`src/rtl/clkgate_pkg.sv`:
```
`timescale 1ns/1ps
package clkgate_pkg;

    typedef enum logic [1:0] {
        SRC_KIND_REF  = 2'd0,
        SRC_KIND_PLL  = 2'd1,
        SRC_KIND_NONE = 2'd2
    } src_kind_e;

    // Classify a source code: 0 = reference, 1..n_pll = PLL, else none.
    function automatic src_kind_e src_kind(input int unsigned code, input int unsigned n_pll);
        if (code == 0) begin
            return SRC_KIND_REF;
        end else if (code <= n_pll) begin
            return SRC_KIND_PLL;
        end
        return SRC_KIND_NONE;
    endfunction

endpackage

```
`src/rtl/clkgate_sync.sv`:
```
`timescale 1ns/1ps
module clkgate_sync #(
    parameter int          W       = 2,
    parameter logic [W-1:0] RST_VAL = '1
) (
    input  logic         clk,
    input  logic         rst_n,
    input  logic [W-1:0] async_in,
    output logic [W-1:0] sync_out
);

    typedef struct packed {
        logic [W-1:0] stage1;
        logic [W-1:0] stage2;
    } sync_t;

    sync_t st_d, st_q;

    always_comb begin
        st_d        = st_q;
        st_d.stage1 = async_in;
        st_d.stage2 = st_q.stage1;
    end

    always_ff @(posedge clk or negedge rst_n) begin
        if (!rst_n) begin
            st_q <= '{stage1: RST_VAL, stage2: RST_VAL};
        end else begin
            st_q <= st_d;
        end
    end

    assign sync_out = st_q.stage2;

endmodule

```
`src/rtl/clkgate_lock_timer.sv`:
```
`timescale 1ns/1ps
module clkgate_lock_timer #(
    parameter int CNT_W = 16
) (
    input  logic             clk,
    input  logic             rst_n,
    input  logic             en_req,
    input  logic [CNT_W-1:0] wait_len,
    output logic             pll_on,
    output logic             locked,
    output logic             pending
);

    typedef struct packed {
        logic             on;
        logic             locked;
        logic [CNT_W-1:0] cnt;
    } timer_t;

    timer_t tm_d, tm_q;

    always_comb begin
        tm_d    = tm_q;
        tm_d.on = en_req;
        if (!en_req) begin
            tm_d.locked = 1'b0;
            tm_d.cnt    = '0;
        end else if (!tm_q.on) begin
            // fresh power-up: start the lock wait
            tm_d.locked = 1'b0;
            tm_d.cnt    = wait_len;
        end else if (!tm_q.locked) begin
            if (tm_q.cnt == '0) begin
                tm_d.locked = 1'b1;
            end else begin
                tm_d.cnt = tm_q.cnt - 1'b1;
            end
        end
    end

    always_ff @(posedge clk or negedge rst_n) begin
        if (!rst_n) begin
            tm_q <= '0;
        end else begin
            tm_q <= tm_d;
        end
    end

    assign pll_on  = tm_q.on;
    assign locked  = tm_q.locked;
    assign pending = tm_q.on & ~tm_q.locked;

endmodule

```
`src/rtl/clkgate_route.sv`:
```
`timescale 1ns/1ps
module clkgate_route
    import clkgate_pkg::*;
#(
    parameter int N_PLL = 3,
    parameter int N_OUT = 6,
    parameter int SRC_W = 3
) (
    input  logic [N_OUT*SRC_W-1:0] out_src,
    input  logic [N_OUT-1:0]       out_mask,
    input  logic [N_PLL-1:0]       pll_mask,
    input  logic [N_PLL-1:0]       pll_req,
    input  logic [N_PLL-1:0]       pll_locked,
    output logic [N_OUT-1:0]       src_ready,
    output logic                   mask_err
);

    logic [N_OUT-1:0] err_per_out;

    for (genvar o = 0; o < N_OUT; o++) begin : g_out
        logic [SRC_W-1:0] code;
        assign code = out_src[o*SRC_W +: SRC_W];

        always_comb begin
            src_ready[o]   = 1'b0;
            err_per_out[o] = 1'b0;
            unique case (src_kind(int'(code), N_PLL))
                SRC_KIND_REF:  src_ready[o] = 1'b1;
                SRC_KIND_PLL: begin
                    for (int p = 0; p < N_PLL; p++) begin
                        if (code == SRC_W'(p + 1)) begin
                            src_ready[o]   = pll_req[p] & pll_locked[p];
                            err_per_out[o] = ~out_mask[o] & pll_mask[p];
                        end
                    end
                end
                default:       src_ready[o] = 1'b0;
            endcase
        end
    end

    assign mask_err = |err_per_out;

endmodule

```
`src/rtl/clkgate_pwr_ctrl.sv`:
```
`timescale 1ns/1ps
module clkgate_pwr_ctrl #(
    parameter int   N_PLL  = 3,
    parameter int   N_OUT  = 6,
    parameter int   LOCK_W = 16,
    localparam int  SRC_W  = $clog2(N_PLL + 2)
) (
    input  logic                   clk,
    input  logic                   rst_n,
    input  logic                   oe_pin_n,
    input  logic                   sel2_susp_pin,
    input  logic                   cfg_full_shdn,
    input  logic                   cfg_susp_mode,
    input  logic [N_PLL-1:0]       cfg_susp_pll,
    input  logic [N_OUT-1:0]       cfg_susp_out,
    input  logic [N_OUT*SRC_W-1:0] cfg_out_src,
    input  logic [LOCK_W-1:0]      cfg_lock_len,
    output logic                   osc_en,
    output logic [N_PLL-1:0]       pll_en,
    output logic [N_PLL-1:0]       lock_pending,
    output logic [N_OUT-1:0]       out_en,
    output logic                   sel2_out,
    output logic                   cfg_err
);

    typedef struct packed {
        logic             osc_en;
        logic [N_OUT-1:0] out_en;
        logic             sel2;
        logic             err;
    } ctrl_t;

    ctrl_t ctl_d, ctl_q;

    logic [1:0]       pins_sync;
    logic             oe_s, sp_s;
    logic             shut, full_down, susp_act;
    logic [N_PLL-1:0] pll_req, pll_locked;
    logic [N_OUT-1:0] src_ready;
    logic             mask_err;

    clkgate_sync #(.W(2), .RST_VAL(2'b11)) u_sync (
        .clk      (clk),
        .rst_n    (rst_n),
        .async_in ({sel2_susp_pin, oe_pin_n}),
        .sync_out (pins_sync)
    );

    assign oe_s = pins_sync[0];
    assign sp_s = pins_sync[1];

    assign shut      = ~oe_s;
    assign full_down = shut & cfg_full_shdn;
    assign susp_act  = cfg_susp_mode & ~sp_s;

    for (genvar p = 0; p < N_PLL; p++) begin : g_pll
        assign pll_req[p] = ~full_down & ~(susp_act & cfg_susp_pll[p]);

        clkgate_lock_timer #(.CNT_W(LOCK_W)) u_lock (
            .clk      (clk),
            .rst_n    (rst_n),
            .en_req   (pll_req[p]),
            .wait_len (cfg_lock_len),
            .pll_on   (pll_en[p]),
            .locked   (pll_locked[p]),
            .pending  (lock_pending[p])
        );
    end

    clkgate_route #(.N_PLL(N_PLL), .N_OUT(N_OUT), .SRC_W(SRC_W)) u_route (
        .out_src    (cfg_out_src),
        .out_mask   (cfg_susp_out),
        .pll_mask   (cfg_susp_pll),
        .pll_req    (pll_req),
        .pll_locked (pll_locked),
        .src_ready  (src_ready),
        .mask_err   (mask_err)
    );

    always_comb begin
        ctl_d        = ctl_q;
        ctl_d.osc_en = ~full_down;
        ctl_d.sel2   = ~cfg_susp_mode & sp_s;
        ctl_d.err    = mask_err;
        for (int o = 0; o < N_OUT; o++) begin
            ctl_d.out_en[o] = ~shut
                            & ~(susp_act & cfg_susp_out[o])
                            & ~mask_err
                            & src_ready[o];
        end
    end

    always_ff @(posedge clk or negedge rst_n) begin
        if (!rst_n) begin
            ctl_q <= '0;
        end else begin
            ctl_q <= ctl_d;
        end
    end

    assign osc_en   = ctl_q.osc_en;
    assign out_en   = ctl_q.out_en;
    assign sel2_out = ctl_q.sel2;
    assign cfg_err  = ctl_q.err;

endmodule

```
`config.mk`:
```
export PLATFORM = sky130hd
export DESIGN_NAME = clkgate_pwr_ctrl
export DESIGN_NICKNAME = d
export VERILOG_FILES = /design/src/rtl/clkgate_pkg.sv /design/src/rtl/clkgate_sync.sv /design/src/rtl/clkgate_lock_timer.sv /design/src/rtl/clkgate_route.sv /design/src/rtl/clkgate_pwr_ctrl.sv
export SDC_FILE = /design/constraint.sdc
export NUM_CORES = 1
export LEC_CHECK = 0
export BUFFER_PORTS_ARGS = -buffer_cell sky130_fd_sc_hd__buf_2
export CAP_MARGIN = 15
export CORE_MARGIN = 5
export CORE_UTILIZATION = 58
export CTS_BUF_LIST = sky130_fd_sc_hd__clkbuf_4 sky130_fd_sc_hd__clkbuf_8 sky130_fd_sc_hd__clkbuf_16
export CTS_CLUSTER_DIAMETER = 30
export DETAILED_ROUTE_END_ITERATION = 16
export GPL_TIMING_DRIVEN = 1
export PLACE_DENSITY_LB_ADDON = 0.3
export SYNTH_ARGS = -nofsm -noshare
export SYNTH_HDL_FRONTEND = slang
export SYNTH_SLANG_ARGS = --single-unit
export TNS_END_PERCENT = 10
```
`constraint.sdc`:
```
create_clock -name clk -period 2.6 [get_ports clk]
set_clock_uncertainty 0.1 [all_clocks]
set_input_delay 0.26 -clock clk [delete_from_list [all_inputs] [get_ports clk]]
set_output_delay 0.26 -clock clk [all_outputs]
set_load 0.02 [all_outputs]
```
## Word level (Yosys, flattened, before mapping)

Cells that the tools add are included.

| operators by class | value |
|---|---|
| $add $sub $neg | 3 |
| multipliers | 0 |
| div/mod/pow operators | 0 |
| magnitude comparators | 6 |
| equality and inequality tests | 30 |
| shifts and indexed selects | 0 |
| mux-type cells | 93 |
| bitwise operators | 80 |
| reductions and logical operators | 19 |

Operator list:

| cell | number |
|---|---|
| $mux 17 | 9 |
| $and 1x1->1 | 57 |
| $mux 1 | 57 |
| $logic_not 16->1 | 3 |
| $mux 16 | 3 |
| $sub 16x1->16 const B | 3 |
| $eq 3x2->1 const B | 12 |
| $mux 2 | 18 |
| $not 1->1 | 23 |
| $eq 3x1->1 const B | 6 |
| $le 3x2->1 const B | 6 |
| $logic_not 3->1 | 6 |
| $ne 3x3->1 const B | 6 |
| $eq 2x1->1 const B | 6 |
| $logic_not 2->1 | 6 |
| $pmux 1 s2 | 6 |
| $reduce_and 2->1 | 3 |
| $reduce_or 6->1 | 1 |

| word-level totals | value |
|---|---|
| register bits | 67 |
| bits in latches | 0 |
| memory bits (writable) | 0 |
| memory bits (read-only) | 0 |
| input port bits | 49 |
| output and inout port bits | 15 |
| logic and storage cells | 246 |
| memories kept | 0 |

## Logic depth before layout (Yosys ltp)

| depth | value |
|---|---|
| word-level depth | 11 |
| gate-level depth with buffers | 8 |
| gate-level depth less buffers | 7 |

## Cells and area by module

Synthesis repeated with hierarchy kept, for this count alone.

| second synthesis, totals | value |
|---|---|
| cell total of the unflattened synthesis | 495 |
| area, all modules | 4628.2 um2 |

By module, submodules not included:

| module | instances | cells an instance | area each (um2) | seq. area each (um2) |
|---|---|---|---|---|
| clkgate_lock_timer | 3 | 133 | 1258.7 | 450.4 |
| clkgate_pwr_ctrl | 1 | 30 | 390.4 | 225.2 |
| clkgate_route | 1 | 62 | 356.6 | 0.0 |
| clkgate_sync | 1 | 4 | 105.1 | 105.1 |

## Least setup slack after synthesis

Ideal clock, no wire load.

| timing | value |
|---|---|
| path type | reg-to-reg |
| start | register g_pll[0].u_lock.tm_q[0] (netlist bit) |
| end | register g_pll[0].u_lock.tm_q[4] (netlist bit) |
| setup time | 0.126 ns |
| arrival time | 2.154 ns |
| data required time | 2.374 ns |
| setup slack | 0.220 ns |
| cell stages (with the launch flop) | 9 |
| buffers on the path | 1 |
| period minus slack after synthesis | 2.380 ns |
| cell sequence | dfrtp_1 -> inv_1 -> ha_1 -> or3b_1 -> or4_1 -> clkbuf_1 -> or2_1 -> a311oi_1 -> nor3_1 |

| between the ends | value |
|---|---|
| cells in the longest elaborated chain, start to end | 5 |
| elaborated cells on any way between the ends | 8 |
| classes of those cells | add/sub: 1; eq/ne: 1; mux: 4; reduce/logical: 2 |

RTL lines:

| what | line | RTL |
|---|---|---|
| start: declaration | clkgate_lock_timer.sv:20 | `timer_t tm_d, tm_q;` |
| start signal: assignment | clkgate_lock_timer.sv:45 | `tm_q <= tm_d;` |
| $sub 16x1->16 | clkgate_lock_timer.sv:36 | `tm_d.cnt = tm_q.cnt - 1'b1;` |
| $mux 16 | clkgate_lock_timer.sv:33 | `if (tm_q.cnt == '0) begin` |
| $mux 17 | clkgate_lock_timer.sv:32 | `end else if (!tm_q.locked) begin` |
| $mux 17 | clkgate_lock_timer.sv:28 | `end else if (!tm_q.on) begin` |
| $mux 17 | clkgate_lock_timer.sv:25 | `if (!en_req) begin` |

Parallel ways exist; a longest one is shown, timed or not. The select of a mux whose other input is x is not followed.
A chain may end at the register's enable or synchronous reset.

## Worst setup path after layout

| timing | value |
|---|---|
| start | register g_pll[0].u_lock.tm_q[1] (netlist bit) |
| end | register g_pll[0].u_lock.tm_q[4] (netlist bit) |

The elaborated chain is that of the path after synthesis.

==> run summary <==
The flow ran to the end, and the final reports show no timing, DRC or antenna violations. For the worst setup path, the data arrival time is 2600 ps. The internal power of the cells totals 0.002355 W.

From bottom edge to top edge, the die measures 95.47 um. The tools report the headroom to the max-slew limit as 56.78%. The number of nets handed over by synthesis was 548. The post-synthesis to final-layout area growth was 16.89%; the standard-cell row count was 31.

The number of clock buffers added by TritonCTS is 9. Registers are responsible for 38.8% of the overall power. In this run the worst path has a maximum fanout of 6.

For the number of max-cap violations, the log shows 0. For this configuration, the core starts out at a cell density of 59.04%. At the end of routability-driven placement, the weighted congestion stood at 0.9550. The layout has 586 filler cells.

Setup repair after global routing left no endpoint under its margin. For this design the static power due to leakage is 2.217 nW. sky130_fd_sc_hd__dfrtp_1 takes more of the synthesized area than any other cell.

The tightest min-delay check is of the in2reg type. The logs give 0 for the residual antenna-violating net count after detailed routing and 3 for the number of H-tree branching levels. In this run switching power makes up 36.83% of total power.

The number of global-route vias before repair was 4,021; the final clock period utilization by the worst path was 94.62%. The run gives 5 as the first-pass iteration count of the detailed router. Counting distinct cell types in the post-synthesis netlist gives 68. Clock network power share: 27.2%.

The run gives 0 as the number of hold-slack violations in the final timing report. The per-cell via count in the routed design came out at 6.516. The logs give 0.4065 GHz for the achievable clock frequency and 0.004237 sq mm for the summed instance area of the synthesized netlist.

0 antenna diodes ended up in the layout. The switching power was 0.001373 W; the insertion delay of the later-clocked pin in the worst-skew pair was 360 ps. The flip-flop cell with the highest count after synthesis was sky130_fd_sc_hd__dfrtp_1. The buffer depth of the longest clock path was 2; the final hold slack was 55.32 ps.

For this block, the routed nets add up to 12,480 um of wire. Worst IR drop on VDD: 0.6104 mV. TritonCTS built the clock tree. Combinational logic burns 34.0% of the power.

The area fraction of the dominant cell type after synthesis was 37.21%. For the total setup buffers inserted after CTS, the log shows 0. The CTS sink count is 67, and the die area is 0.009114 sq mm. Data on the critical path is required at its endpoint by 2740 ps.

The core box area is 0.007176 sq mm, and the footprint of the flip-flops and latches is 0.001682 sq mm. The mean post-synth cell area was 8.541 sq um; the number of antenna violations at the first check in global routing was 0. The number of design rule violations left after detail routing was 0; the final critical-path required period was 2460 ps.

Entering global routing, the biggest net connects 68 pins. The warning count from the yosys run was 0. In this run the horizontal extent of the chip is 95.47 um. The share of final-layout standard cells stronger than drive strength 1 was 19.54%; the area of the multi-input gates was 0.002330 sq mm. The pin slew with the least headroom to its limit came out at 647.0 ps. The kind of end point of the critical path was a flip-flop.

In the final timing run, aggregate negative setup slack is 0 ps. The total half-perimeter wirelength after legalization and detailed placement is 8954 um, and the number of storage elements in the synthesis netlist is 67. The clock transition time at the flip-flop clock pins of the worst setup and hold paths came out at 80 ps. Summed over all layers, the global routing overflow is 0. The final layout contains 615 nets.

The total global routing track utilization came out at 28.17%. The logs give 4,346 for the count of vias placed by the detailed router and 496 for the number of cells produced by synthesis. The count of final max-slew check failures is 0. For the sequential share of the synthesized area, the log shows 39.69%. In this run, synthesis inferred 0 flip-flops with an integrated enable. By area the synthesized netlist is led by sky130_fd_sc_hd__dfrtp_1 37%, sky130_fd_sc_hd__a21oi_1 4.0%, sky130_fd_sc_hd__nor2_1 4.0%. By startpoint and endpoint, the worst setup path is classified as reg2reg. The total of endpoints with negative setup slack in the final report is 0. The number of input and output port buffers inserted came out at 63.

Pin placement for this block handled 64 I/O pins. STA classifies the critical path startpoint as a flip-flop. The first global-routing pass estimated 19,870 um of wire. The setup check on the worst reg-to-reg path leaves a slack of 140 ps. Dividing the detail-routed wire length by the instance count gives 18.71 um.

Counting flops with an async set or reset pin after synthesis yields a share of 100.0%. Clock tree root driver cell: sky130_fd_sc_hd__clkbuf_8. Dividing total power by cell area gives a power density of 752.7 mW/mm^2.

In this run, the number of DRC markers left after iteration 0 of detailed routing was 320.
[metal layers]
metal  part of all wire (%)  vias up  global-route usage, %
li1                       -     1995                      -
met1                     42     2092                  38.59
met2                     48      226                  44.55
met3                    7.2       33                  4.657
met4                    2.5        0                  11.26
met5                      0        -                      0
[layout by cell type, fill, tap and decap left out, types with 11 or more instances in the layout]
| master | count |
|---|---|
| sky130_fd_sc_hd__buf_2 | 63 |
| sky130_fd_sc_hd__dfrtp_1 | 63 |
| sky130_fd_sc_hd__nand3_1 | 15 |
| sky130_fd_sc_hd__clkbuf_8 | 11 |
| sky130_fd_sc_hd__o21ai_0 | 25 |
| sky130_fd_sc_hd__buf_4 | 15 |
| sky130_fd_sc_hd__a21oi_1 | 34 |
| sky130_fd_sc_hd__nor3_1 | 15 |
| sky130_fd_sc_hd__nor2_1 | 45 |
| sky130_fd_sc_hd__nand2_1 | 44 |
| sky130_fd_sc_hd__o211ai_1 | 11 |
| sky130_fd_sc_hd__inv_1 | 24 |
| sky130_fd_sc_hd__o21ai_1 | 12 |
[power by group through the flow]
stage                     combinational (W)  sequential (W)  clock (W)
final                               0.00127         0.00145    0.00102
after global routing                0.00139         0.00147    0.00107
after CTS                           0.00123         0.00143    0.00102
after detailed placement            0.00122         0.00145          0
after global placement              0.00118         0.00144          0
after floorplan                    0.000890         0.00140          0
[final timing paths]
check	startpoint	end	cells past startpoint
min in group asynchronous	rst_n	g_pll[0].u_lock.tm_q[10]	3
hold reg to reg	u_sync.st_d[0]	u_sync.sync_out[0]	0
max in group asynchronous	rst_n	u_sync.sync_out[1]	3
setup reg to reg	g_pll[0].u_lock.tm_q[1]	g_pll[0].u_lock.tm_q[4]	7
setup / recovery	g_pll[0].u_lock.tm_q[1]	g_pll[0].u_lock.tm_q[4]	7
hold / removal	cfg_lock_len[13]	g_pll[0].u_lock.tm_q[13]	3
[synth_stat cells (3+ instances only)]
master	n
sky130_fd_sc_hd__nor2b_1	9
sky130_fd_sc_hd__a21oi_1	34
sky130_fd_sc_hd__nor4_1	9
sky130_fd_sc_hd__and3_1	7
sky130_fd_sc_hd__a21o_1	3
sky130_fd_sc_hd__o22ai_1	8
sky130_fd_sc_hd__o2111ai_1	3
sky130_fd_sc_hd__buf_4	8
sky130_fd_sc_hd__nand3b_1	8
sky130_fd_sc_hd__dfstp_2	4
sky130_fd_sc_hd__a31oi_1	7
sky130_fd_sc_hd__ha_1	3
sky130_fd_sc_hd__or4_1	9
sky130_fd_sc_hd__a221oi_1	3
sky130_fd_sc_hd__clkbuf_1	17
sky130_fd_sc_hd__a211oi_1	8
sky130_fd_sc_hd__inv_1	24
sky130_fd_sc_hd__o32ai_1	3
sky130_fd_sc_hd__o311ai_0	3
sky130_fd_sc_hd__o211ai_1	11
sky130_fd_sc_hd__mux2i_1	6
sky130_fd_sc_hd__a22oi_1	8
sky130_fd_sc_hd__nand4_1	4
sky130_fd_sc_hd__or3_1	9
sky130_fd_sc_hd__nand2_1	44
sky130_fd_sc_hd__nand3_1	15
sky130_fd_sc_hd__dfrtp_1	63
sky130_fd_sc_hd__o2111a_1	5
sky130_fd_sc_hd__a311oi_1	3
sky130_fd_sc_hd__a32oi_1	7
sky130_fd_sc_hd__nand2b_1	4
sky130_fd_sc_hd__xnor2_1	6
sky130_fd_sc_hd__nor3_1	15
sky130_fd_sc_hd__o21ai_1	12
sky130_fd_sc_hd__o21ai_0	25
sky130_fd_sc_hd__xor2_1	5
sky130_fd_sc_hd__nor2_1	45
[metrics by stage]
stage | worst slack, ps | power, W | cell area, sq um | util [%] | std cells
2_1_floorplan | 219.7 | 0.002291 | 4237 | - | 496
3_3_place_gp | 179.4 | 0.002622 | 4668 | 65.06 | 647
3_5_place_dp | 60.05 | 0.002668 | 4668 | 65.06 | 647
4_1_cts | 49.27 | 0.003686 | 4940 | 68.84 | 667
5_1_grt | 46.01 | 0.003936 | 4952 | 69.01 | 667
6_report | 139.8 | 0.003728 | 4952 | 69.01 | 667
[registers in the layout, indices dropped and copies added (netlist names)]
signal               count
g_pll.u_lock.tm_q       48
out_en                   6
g_pll.u_lock.locked      3
g_pll.u_lock.pll_on      3
u_sync.st_d              2
u_sync.sync_out          2
cfg_err                  1
osc_en                   1
sel2_out                 1
[repair_timing]
action,CTS,global route
endpoints found under the hold margin,66,0
hold buffers,4,0
resized for setup,0,2
setup endpoints to repair,0,3
[critical path, cell delays in order, from the launching register on]
cell                       delay [ps]
sky130_fd_sc_hd__dfrtp_1          410
sky130_fd_sc_hd__inv_1             80
sky130_fd_sc_hd__ha_1             160
sky130_fd_sc_hd__or3b_1           410
sky130_fd_sc_hd__or4_4            550
sky130_fd_sc_hd__or2_1            270
sky130_fd_sc_hd__a311oi_1         290
sky130_fd_sc_hd__nor3_1            70
[area by class of cell]
| cell class | count | area share (%) |
|---|---|---|
| clock buffers | 12 | 3.209 |
| well taps | 99 | 2.501 |
| clock inverters | 4 | 1.465 |
| inverters | 26 | 1.971 |
| repair buffers | 83 | 9.853 |
| flip-flops and latches | 67 | 33.96 |
| multi-input cells | 376 | 47.04 |
[logic make-up (layout without fill, tap and decap cells)]
group / after synthesis / in the layout / synth area share [%]
flops: 67 / 67 / 39.69
mux: 9 / 9 / 2.215
fa+ha+maj: 3 / 3 / 0.8861
buf+inv: 53 / 125 / 5.611
simple gates: 195 / 195 / 24.42
compound gates: 158 / 158 / 24.90
xor+xnor: 11 / 11 / 2.274
(Power assumes the default switching activity.)
